$ cat config.mk
export PLATFORM = sky130hd
export DESIGN_NAME = bitserial_addsub
export DESIGN_NICKNAME = d
export VERILOG_FILES = /design/src/rtl/bsas_pkg.sv /design/src/rtl/bsas_cell.sv /design/src/rtl/bsas_ctrl.sv /design/src/rtl/bsas_datapath.sv /design/src/rtl/bitserial_addsub.sv
export SDC_FILE = /design/constraint.sdc
export NUM_CORES = 1
export LEC_CHECK = 0
export BUFFER_PORTS_ARGS = -buffer_cell sky130_fd_sc_hd__buf_2
export CORE_MARGIN = 5
export CORE_UTILIZATION = 25
export DETAILED_ROUTE_END_ITERATION = 7
export SKIP_CTS_REPAIR_TIMING = 1
export SYNTH_ARGS = -nofsm -noshare
export SYNTH_HDL_FRONTEND = slang
export SYNTH_SLANG_ARGS = --single-unit
export TNS_END_PERCENT = 5
$ cat constraint.sdc
create_clock -name clk -period 1.84 [get_ports clk]
set_input_delay 0.092 -clock clk [delete_from_list [all_inputs] [get_ports clk]]
set_output_delay 0.092 -clock clk [all_outputs]
set_load 0.02 [all_outputs]
$ cat src/rtl/bsas_pkg.sv
package bsas_pkg;
  typedef enum logic [1:0] {
    ST_IDLE  = 2'd0,
    ST_FETCH = 2'd1,
    ST_COMMIT = 2'd2
  } phase_e;

  function automatic int unsigned idx_width(input int unsigned w);
    return (w > 1) ? $clog2(w) : 1;
  endfunction
endpackage

$ cat src/rtl/bsas_cell.sv
// Single-bit arithmetic cell, shared by add and subtract.
module bsas_cell (
  input  logic a_i,
  input  logic b_i,
  input  logic c_i,
  input  logic sub_i,
  output logic s_o,
  output logic c_o
);
  logic carry_gen;
  logic borrow_gen;

  always_comb begin
    s_o        = a_i ^ b_i ^ c_i;
    carry_gen  = (a_i & (b_i | c_i)) | (b_i & c_i);
    borrow_gen = (~a_i & b_i) | (~a_i & c_i) | (b_i & c_i);
    c_o        = sub_i ? borrow_gen : carry_gen;
  end
endmodule

$ cat src/rtl/bsas_ctrl.sv
// Sequencer: idle -> (fetch, commit) per bit -> idle, with done pulse.
module bsas_ctrl
  import bsas_pkg::*;
#(
  parameter int unsigned WIDTH = 8,
  parameter int unsigned IDXW  = idx_width(WIDTH)
) (
  input  logic            clk,
  input  logic            rst,
  input  logic            start,
  output logic            accept,
  output logic            fetch_en,
  output logic            commit_en,
  output logic [IDXW-1:0] bit_idx,
  output logic            busy,
  output logic            done
);
  localparam logic [IDXW-1:0] LAST_IDX = IDXW'(WIDTH - 1);

  phase_e          state_q;
  logic [IDXW-1:0] idx_q;
  logic            done_q;
  logic            last_bit;

  always_comb begin
    accept    = (state_q == ST_IDLE) && start;
    fetch_en  = (state_q == ST_FETCH);
    commit_en = (state_q == ST_COMMIT);
    last_bit  = (idx_q == LAST_IDX);
    bit_idx   = idx_q;
    busy      = (state_q != ST_IDLE);
    done      = done_q;
  end

  always_ff @(posedge clk) begin
    if (rst) begin
      state_q <= ST_IDLE;
      idx_q   <= '0;
      done_q  <= 1'b0;
    end else begin
      done_q <= commit_en && last_bit;
      unique case (state_q)
        ST_IDLE: begin
          if (start) begin
            state_q <= ST_FETCH;
            idx_q   <= '0;
          end
        end
        ST_FETCH: state_q <= ST_COMMIT;
        ST_COMMIT: begin
          if (last_bit) begin
            state_q <= ST_IDLE;
          end else begin
            state_q <= ST_FETCH;
            idx_q   <= idx_q + 1'b1;
          end
        end
        default: state_q <= ST_IDLE;
      endcase
    end
  end
endmodule

$ cat src/rtl/bsas_datapath.sv
// Operand capture, bit fetch, result and carry storage around one cell.
module bsas_datapath #(
  parameter int unsigned WIDTH = 8,
  parameter int unsigned IDXW  = 3
) (
  input  logic             clk,
  input  logic             rst,
  input  logic             accept,
  input  logic             fetch_en,
  input  logic             commit_en,
  input  logic [IDXW-1:0]  bit_idx,
  input  logic [WIDTH-1:0] op_a,
  input  logic [WIDTH-1:0] op_b,
  input  logic             sub_mode,
  output logic [WIDTH-1:0] result,
  output logic             carry_out
);
  logic [WIDTH-1:0] a_cap_q;
  logic [WIDTH-1:0] b_cap_q;
  logic             mode_q;
  logic             a_bit_q;
  logic             b_bit_q;
  logic [WIDTH-1:0] res_q;
  logic             c_q;
  logic             cell_s;
  logic             cell_c;

  bsas_cell u_cell (
    .a_i  (a_bit_q),
    .b_i  (b_bit_q),
    .c_i  (c_q),
    .sub_i(mode_q),
    .s_o  (cell_s),
    .c_o  (cell_c)
  );

  // Operand capture and per-bit fetch
  always_ff @(posedge clk) begin
    if (rst) begin
      a_cap_q <= '0;
      b_cap_q <= '0;
      mode_q  <= 1'b0;
      a_bit_q <= 1'b0;
      b_bit_q <= 1'b0;
    end else begin
      if (accept) begin
        a_cap_q <= op_a;
        b_cap_q <= op_b;
        mode_q  <= sub_mode;
      end
      if (fetch_en) begin
        a_bit_q <= a_cap_q[bit_idx];
        b_bit_q <= b_cap_q[bit_idx];
      end
    end
  end

  // Result bit store and carry/borrow cell
  always_ff @(posedge clk) begin
    if (rst) begin
      res_q <= '0;
      c_q   <= 1'b0;
    end else if (accept) begin
      res_q <= '0;
      c_q   <= 1'b0;
    end else if (commit_en) begin
      res_q[bit_idx] <= cell_s;
      c_q            <= cell_c;
    end
  end

  assign result    = res_q;
  assign carry_out = c_q;
endmodule

$ cat src/rtl/bitserial_addsub.sv
module bitserial_addsub
  import bsas_pkg::*;
#(
  parameter int unsigned WIDTH = 8
) (
  input  logic             clk,
  input  logic             rst,
  input  logic             start,
  input  logic             sub_mode,
  input  logic [WIDTH-1:0] op_a,
  input  logic [WIDTH-1:0] op_b,
  output logic [WIDTH-1:0] result,
  output logic             carry_out,
  output logic             busy,
  output logic             done
);
  localparam int unsigned IDXW = idx_width(WIDTH);

  logic            accept;
  logic            fetch_en;
  logic            commit_en;
  logic [IDXW-1:0] bit_idx;

  bsas_ctrl #(.WIDTH(WIDTH), .IDXW(IDXW)) u_ctrl (
    .clk      (clk),
    .rst      (rst),
    .start    (start),
    .accept   (accept),
    .fetch_en (fetch_en),
    .commit_en(commit_en),
    .bit_idx  (bit_idx),
    .busy     (busy),
    .done     (done)
  );

  bsas_datapath #(.WIDTH(WIDTH), .IDXW(IDXW)) u_dp (
    .clk      (clk),
    .rst      (rst),
    .accept   (accept),
    .fetch_en (fetch_en),
    .commit_en(commit_en),
    .bit_idx  (bit_idx),
    .op_a     (op_a),
    .op_b     (op_b),
    .sub_mode (sub_mode),
    .result   (result),
    .carry_out(carry_out)
  );
endmodule

# After elaboration in Yosys (flattened, before gate mapping)
# Cells that the tools add are included.
[word_totals] register_bits=34 latch_bits=0 mem_bits_rw=0 mem_bits_ro=0 inputBits=20 out_inout_bits=11 mem_count=0
[op_classes] addsub=1 mul=0 div_mod_pow=0 magnitude_cmp=2 eq_ne=5 shift=0 n_mux=14 n_bitwise=11 n_reduce_logical=8
[op_table] op="8-bit bitwise mux" n=1
[op_table] op="1-bit binary-select mux with 3-bit select" n=2
[op_table] op="3-bit 2-to-1 mux" n=2
[op_table] op="2-bit one-hot mux with 3 select lines" n=1
[op_table] op="3-bit one-hot mux with 2 select lines" n=1
[op_table] op="1-bit 2-to-1 mux" n=5
[op_table] op="1-bit bitwise AND" n=4
[op_table] op="3-bit by 4-bit < comparator with 1-bit output (second input constant)" n=1
[op_table] op="2-bit != test (second input constant)" n=2
[op_table] op="1-bit bitwise OR" n=4
[op_table] op="2-bit nonzero test" n=2
[op_table] op="3-bit by 1-bit adder with 3-bit output (second input constant)" n=1
[op_table] op="1-bit demux with 3-bit select" n=1
[op_table] op="3-bit equality test (second input constant)" n=1
[op_table] op="3-bit by 1-bit >= comparator with 1-bit output (second input constant)" n=1
[op_table] op="1-bit logical AND" n=3
[op_table] op="3-bit AND reduction" n=1
[op_table] op="2-bit by 1-bit equality test with 1-bit output (second input constant)" n=1
[op_table] op="2-bit equality test (second input constant)" n=1
[op_table] op="2-bit logical NOT" n=1
[op_table] op="2-bit 2-to-1 mux" n=1
[op_table] op="2-bit OR reduction" n=1
[op_table] op="1-bit XOR" n=2
[op_table] op="1-bit inverter" n=1

# Longest topological paths before layout
# Gate-level depths: netlist of run 1.
[depth] ltp_word=5 mapped_depth=6 depth_no_buf=6

# Modules after synthesis
# A second synthesis of run 1 with hierarchy kept.
[unflattened] hier_cells=168 hier_area_um2=1649.1
[by_module_without_submodules] module="bsas_datapath" instances=1 cells_each=126 area_per_inst_um2=1277.5 seq_area_each_um2=560.5
[by_module_without_submodules] module="bsas_ctrl" instances=1 cells_each=34 area_per_inst_um2=315.3 seq_area_each_um2=120.1
[by_module_without_submodules] module="bsas_cell" instances=1 cells_each=8 area_per_inst_um2=56.3 seq_area_each_um2=0.0

# Worst setup path after synthesis of run 1
# Ideal clock, no wire load.
[synth_timing] path_kind="flip-flop to flip-flop" start="reg u_ctrl.idx_q[1], in the netlist u_ctrl.bit_idx[1]" end="reg u_ctrl.idx_q[1], in the netlist u_ctrl.bit_idx[1]" arrival_time_ns=1.203 t_required_ns=1.712 slack_ns=0.509 stages_incl_launch_ff=7 path_buffers=0 synth_period_minus_slack_ns=1.331 path_cell_list="dfxtp_1 ha_1 ha_1 nor3b_2 nor2_1 a22oi_1 nor2_1"
[synth_between] elab_chain_len=3 word_cells_on_any_way=6
[synth_lines] element="from (decl)" line="bsas_ctrl.sv:21" text="logic [IDXW-1:0] idx_q;"
[synth_lines] element="from (signal assigned)" line="bsas_ctrl.sv:55" text="idx_q <= idx_q + 1'b1;"
[synth_lines] element="3-bit by 1-bit adder with 3-bit output / 3-bit equality test (equally long branches)" line="bsas_ctrl.sv:55, bsas_ctrl.sv:29"
[synth_lines] element="3-bit 2-to-1 mux / 2-bit != test (equally long branches)"
[synth_lines] element="3-bit one-hot mux with 2 select lines / 3-bit AND reduction (equally long branches)"
# Several ways; a longest one is shown, not always the timed one. The select of a mux whose other input is x is not followed.
# A chain may end at the register's enable or synchronous reset.

# Worst setup path after layout of run 1
[layout_timing] start="reg u_ctrl.idx_q[1], in the netlist u_ctrl.bit_idx[1]" end="reg u_ctrl.idx_q[2], in the netlist u_ctrl.bit_idx[2]"
# The elaborated chain is that of the path after synthesis.

==> flow_summary.json, run 1 <==
{
  "dp_hpwl_mm": 2.39,
  "areaGrowthSynthToFinish_pct": 22.5,
  "cts.sinks": 34,
  "worstRegToRegCells": 6,
  "min_period_ns": 1.47,
  "cts_max_level": 2,
  "grt_pass1_wl_mm": 5.68,
  "ant_nets": 0,
  "path_cells": "ha_1, ha_1, nor3b_2, nor2_1, a22oi_1, nor2_1",
  "finalWirelength_mm": 3.34,
  "grt_max_degree": 27,
  "ir_drop_mv": 0.371,
  "die_w_um": 86.8,
  "cts_max_path_buffers": 2,
  "crit_fanout": 6,
  "dr_total_vias": 1261,
  "hold_path.class": "in2reg",
  "whs_endpoint": "u_dp.a_cap_q[3]",
  "start_kind": "flop",
  "drc": 0,
  "grt_setup_unrepaired": "no",
  "crit_required_ns": 2.00,
  "gp_congestion": 0.685,
  "start_util": 0.253,
  "insertion_delay_ns": 0.28,
  "postSynthCellCount": 177,
  "fin_crit_sh": 0.801,
  "relSlewSlack": 0.674,
  "syn_area_um2": 1470,
  "finalPower_mw": 1.66,
  "cts-root-buf": "clkbuf_8",
  "via_per_inst": 4.44,
  "layout.cells.non_filler": 284,
  "num_io_pins": 31,
  "clkTransAtPathRegs_ns": 0.07,
  "antenna_cells": 0,
  "worst_pin_slew_ns": 0.490,
  "design_area_um2": 1810,
  "path_class": "reg2reg",
  "overflow": 0,
  "finalHoldViolCount": 0,
  "portBuffers": 30,
  "outcome": "complete, no violations",
  "cts_tree": "built",
  "finalSetupTns_ns": 0,
  "nNetsFinal": 232,
  "cp.arrival_ns": 1.63,
  "coreArea_um2": 5820,
  "post_dp_cell_area_um2": 1690,
  "whs_ns": 0.0400,
  "dieArea_um2": 7530,
  "crit_buf_inv": 0,
  "regToRegStartpoint": "u_ctrl.bit_idx[1]",
  "synth-seq-cells": 34,
  "cts_buffers": 5,
  "rr_endpoint": "u_ctrl.bit_idx[2]",
  "fmax_mhz": 679,
  "post-route-util": 0.310,
  "grt_usage": 0.0965,
  "synth_nets": 200,
  "critPathTopFamily": "simple AND/OR/NAND/NOR gates",
  "avgSynthCellArea_um2": 8.33,
  "cp_slowest_stage_delay_ns": 0.35,
  "whs_path_depth": 3,
  "grt_pass1_vias": 1191,
  "wl_per_cell_um": 11.8,
  "finalSetupViolations": 0,
  "end_kind": "flop",
  "worst_path_max_delay_cell": "dfxtp_1",
  "drt_first_pass_iters": 5,
  "synthDistinctLibCells": 26,
  "powerDensity_nw_per_um2": 919,
  "antenna_found_initial": 0,
  "std_cell_rows": 28,
  "r2r_setup_slack_ns": 0.37,
  "dp.cells": 277,
  "die_y_um": 86.8,
  "hold_start": "op_a[3]",
  "setup_ws_ns": 0.367,
  "ys_seq_area_frac": 0.462,
  "slew_violations": 0,
  "drive_gt1_frac": 0.215,
  "leakage_nw": 0.698,
  "synth_warnings": 0,
  "fin_skew_ns": 0.00595,
  "drt-initial-drc-count": 79,
  "place_ws_ns": 0.370,
  "maxCapViolations": 0
}
==> cell usage in the layout, fill, tap and decap left out, drive strengths merged <==
cell type,n
or2,2
bufinv,1
a21oi,22
o21ai,6
inv,2
mux2i,14
nand2b,5
xnor2,1
ha,3
buf,33
a211oi,1
nor2b,2
clkbuf,6
nor3b,3
o22ai,2
dfxtp,34
a22oi,2
o31ai,1
nor2,20
nand2,41
nand3b,1
nor3,7
==> cell usage after synthesis <==
library cell  instances  area share
a211oi_1              1      0.0051
mux2i_1              14       0.095
nand3b_1              1      0.0051
nor3b_4               1       0.013
buf_4                 2       0.010
or2_2                 2      0.0085
nor2b_1               2      0.0085
o31ai_1               1      0.0051
a22oi_1               2       0.010
inv_1                 2      0.0051
nor2_1               20       0.051
ha_1                  3       0.025
a21oi_1              22       0.075
nor3b_1               1      0.0051
buf_2                 2      0.0068
nand2_2               1      0.0042
nor3b_2               1      0.0085
o22ai_1               2      0.0085
nand2b_1              5       0.021
xnor2_1               1      0.0059
dfxtp_1              34        0.46
o21ai_0               6       0.020
clkbuf_1              3      0.0076
nand2_1              40        0.10
buf_6                 1      0.0076
nor3_1                7       0.024
==> per-layer routing <==
layer  vias up  wire length [um]  GRT usage
met5         -                 0          0
met3         5               224     0.0352
met2        29              1390      0.133
met1       568              1690      0.135
li1        659                 -          -
met4         0                44     0.0382
==> tightest hold or removal path, delay by kind of cell <==
| kind | cells | cell delay [ns] |
|---|---|---|
| simple gates | 1 | 0.04 |
| compound gates | 1 | 0.05 |
| buf+inv | 1 | 0.09 |
==> where the power goes <==
part           total (mW)  switching [mW]  internal (mW)
logic               0.174           0.101         0.0728
clock network       0.693           0.260          0.433
registers           0.792          0.0235          0.768
==> flip-flops by register name, summed over array words and instances, names as in the netlist, 2 cells and up <==
register and cells:
u_dp.result 8, u_ctrl.state_q 2, u_dp.b_cap_q 8, u_dp.a_cap_q 8, u_ctrl.bit_idx 3
==> cell families (layout without fill, tap and decap cells) <==
group	Yosys count	count (layout)	synth area share
AO/OA/AOI/OAI	34	34	0.124
adder cells (fa/ha/maj)	3	3	0.0255
buffers and inverters	10	42	0.0373
AND/OR/NAND/NOR	81	81	0.250
multiplexers	14	14	0.0951
flip-flops	34	34	0.462
XOR/XNOR	1	1	0.00594
==> how the worst max path moves through the flow <==
stage                              to  slack [ns]         startpoint  depth (start not counted)
detailed placement  u_ctrl.bit_idx[2]        0.37  u_ctrl.bit_idx[1]                          6
floorplan           u_ctrl.bit_idx[1]        0.51  u_ctrl.bit_idx[1]                          6
global placement    u_ctrl.bit_idx[1]        0.42  u_ctrl.bit_idx[1]                          6
global route        u_ctrl.bit_idx[2]        0.22  u_ctrl.bit_idx[1]                          6
finish              u_ctrl.bit_idx[2]        0.37  u_ctrl.bit_idx[1]                          6
CTS                 u_ctrl.bit_idx[2]        0.36  u_ctrl.bit_idx[1]                          6
==> area by class of cell <==
type                       count  area, um^2
multi-input combinational    133         738
clock inverter                 1        30.0
clock buffer                   6        82.6
fill                         638        4010
inverter                       2        7.51
sequential                    34         681
timing repair buffer          33         173
tap                           75        93.8
(Power assumes the default switching activity.)
==> run 2: changes to the inputs <==
ABC_AREA = 1   (was not set)
clock period = 1.25 ns   (was 1.84 ns; I/O delays follow)
==> flow_summary.json, run 2 <==
{
  "outcome": "complete, no violations",
  "cts_max_path_buffers": 2,
  "worst_path_max_delay_cell": "dfxtp_2",
  "synthAdderAreaFrac": 0.0246,
  "crit_fanout": 5,
  "worst_pin_slew_ns": 0.210,
  "crit_required_ns": 1.44,
  "synth_top_cells_by_area": "dfxtp_1 (45%), o21ai_0 (10%), nor2_1 (9.6%)",
  "slew_violations": 0,
  "cp.arrival_ns": 1.39,
  "fin_crit_sh": 0.959,
  "synth-edff-count": 0,
  "antenna_cells": 0,
  "fmax_mhz": 834,
  "insertion_delay_ns": 0.29,
  "synth_compound_area_frac": 0.172,
  "timing.critical_path.mode_cell": "inv_2",
  "drt_first_pass_iters": 4,
  "start_kind": "flop",
  "synth_top_family_by_area": "simple AND/OR/NAND/NOR gates",
  "die_w_um": 88.1,
  "leakage_nw": 0.905,
  "dp.cells": 322,
  "drt-initial-drc-count": 86,
  "nNetsFinal": 278,
  "finalSetupViolations": 0,
  "layout_commonest_cell": "nor2_1",
  "synthDistinctLibCells": 21,
  "layout_common_cells": "nor2_1 (34), buf_2 (30), o21ai_0 (28), dfxtp_1 (28), nand2_1 (25)",
  "dp_hpwl_mm": 2.79,
  "place_ws_ns": -0.0405,
  "cts_max_level": 2,
  "gp_congestion": 0.863,
  "start_util": 0.258,
  "finalWirelength_mm": 3.73,
  "hold_path.class": "in2reg",
  "grt_pass1_vias": 1401,
  "synthXorXnorAreaFrac": 0.0107,
  "grt_max_degree": 28,
  "synth_top_cell_area_share": 0.446,
  "ys.flop_type": "dfxtp_1",
  "dieArea_um2": 7770,
  "postSynthCellCount": 210,
  "via_per_inst": 4.37,
  "synthSimpleGateAreaFrac": 0.261,
  "drive_gt1_frac": 0.336,
  "cts-root-buf": "clkbuf_8",
  "grt_usage": 0.103,
  "coreArea_um2": 5920,
  "wl_per_cell_um": 11.3,
  "path_cells": "ha_2, ha_4, inv_2, nand2_1, nand2_2, inv_2, a21oi_2, nor2_1",
  "synth_top_cell_by_area": "dfxtp_1",
  "layout.cells.non_filler": 331,
  "num_io_pins": 31,
  "dr_total_vias": 1445,
  "cts.sinks": 34,
  "grt_setup_unrepaired": "yes",
  "die_y_um": 88.1,
  "setup_ws_ns": 0.0509,
  "fin_skew_ns": 0.00490,
  "cts_tree": "built",
  "synth_warnings": 0,
  "yosysMostFrequentCell": "nor2_1",
  "relSlewSlack": 0.860,
  "areaGrowthSynthToFinish_pct": 33.4,
  "async_flop_share": 0,
  "overflow": 0,
  "end_kind": "flop",
  "antenna_found_initial": 0,
  "finalHoldViolCount": 0,
  "min_period_ns": 1.20,
  "path_class": "reg2reg",
  "synth-seq-cells": 34,
  "drc": 0,
  "ir_drop_mv": 0.636,
  "syn_area_um2": 1530,
  "synth_nets": 233,
  "powerDensity_nw_per_um2": 1240,
  "synthTopCellsByCount": "nor2_1 (39), dfxtp_1 (34), o21ai_0 (32), nand2_1 (26), inv_1 (21)",
  "portBuffers": 30,
  "grt_pass1_wl_mm": 6.27,
  "avgSynthCellArea_um2": 7.27,
  "fillerInstances": 655,
  "ant_nets": 0,
  "maxCapViolations": 0,
  "synthMuxAreaShare": 0,
  "clkTransAtPathRegs_ns": 0.07,
  "std_cell_rows": 28,
  "cp_slowest_stage_delay_ns": 0.33,
  "cts_buffers": 5,
  "ys_seq_area_frac": 0.446
}
-- run 2: kinds of logic after synthesis --
kind of cell	Yosys count
buffers and inverters	32
AND/OR/NAND/NOR	88
flip-flops	34
AO/OA/AOI/OAI	52
XOR/XNOR	1
adder cells (fa/ha/maj)	3
-- run 2: metal layers --
metal  track usage  part of all wire
met4        0.0206            0.0072
met5             0                 0
met1         0.132              0.49
met2         0.168              0.45
met3        0.0395             0.056
-- run 2: worst max-delay path, delay by kind of cell, from the launching register on --
family | cells | cell delay [ns]
and+or+nand+nor | 3 | 0.22
buffers and inverters | 2 | 0.10
DFF | 1 | 0.33
AOI/OAI and AO/OA | 1 | 0.10
adders and majority gates | 2 | 0.34
-- run 2: cell type report --
| type | instances | area (um^2) | area share |
|---|---|---|---|
| inverters | 26 | 100 | 0.0492 |
| flip-flops and latches | 34 | 691 | 0.339 |
| well taps | 75 | 93.8 | 0.0461 |
| clock inverters | 1 | 5.00 | 0.00246 |
| multi-input cells | 144 | 792 | 0.389 |
| clock buffers | 7 | 86.3 | 0.0424 |
| repair buffers | 44 | 268 | 0.132 |
-- run 2: per-stage QoR --
stage | total power, mW | TNS, ns | utilization | cell area, um^2 | hold WS (ns)
floorplan | 1.49 | 0 | - | 1530 | 0.135
global placement | 1.66 | -0.0480 | 0.312 | 1850 | 0.334
detailed placement | 1.66 | -0.199 | 0.312 | 1850 | 0.344
CTS | 2.51 | -0.301 | 0.328 | 1940 | 0.0429
global route | 2.70 | -0.105 | 0.344 | 2040 | 0.0427
finish | 2.53 | 0 | 0.344 | 2040 | 0.0375
-- run 2: path summary, 6_finish.rpt --
check | startpoint | endpoint | slack (ns) | cells past startpoint
max | u_ctrl.bit_idx[0] | u_ctrl.bit_idx[1] | 0.05 | 8
min | op_a[7] | u_dp.a_cap_q[7] | 0.04 | 3
max reg2reg | u_ctrl.bit_idx[0] | u_ctrl.bit_idx[1] | 0.05 | 8
min reg2reg | u_dp.a_cap_q[3] | u_dp.a_cap_q[3] | 0.45 | 2
-- run 2: report_power, final --
group	switching (mW)	total, mW	internal, mW
registers	0.0383	1.20	1.16
clock network	0.404	0.848	0.444
logic	0.287	0.487	0.200
total	0.729	2.53	1.80
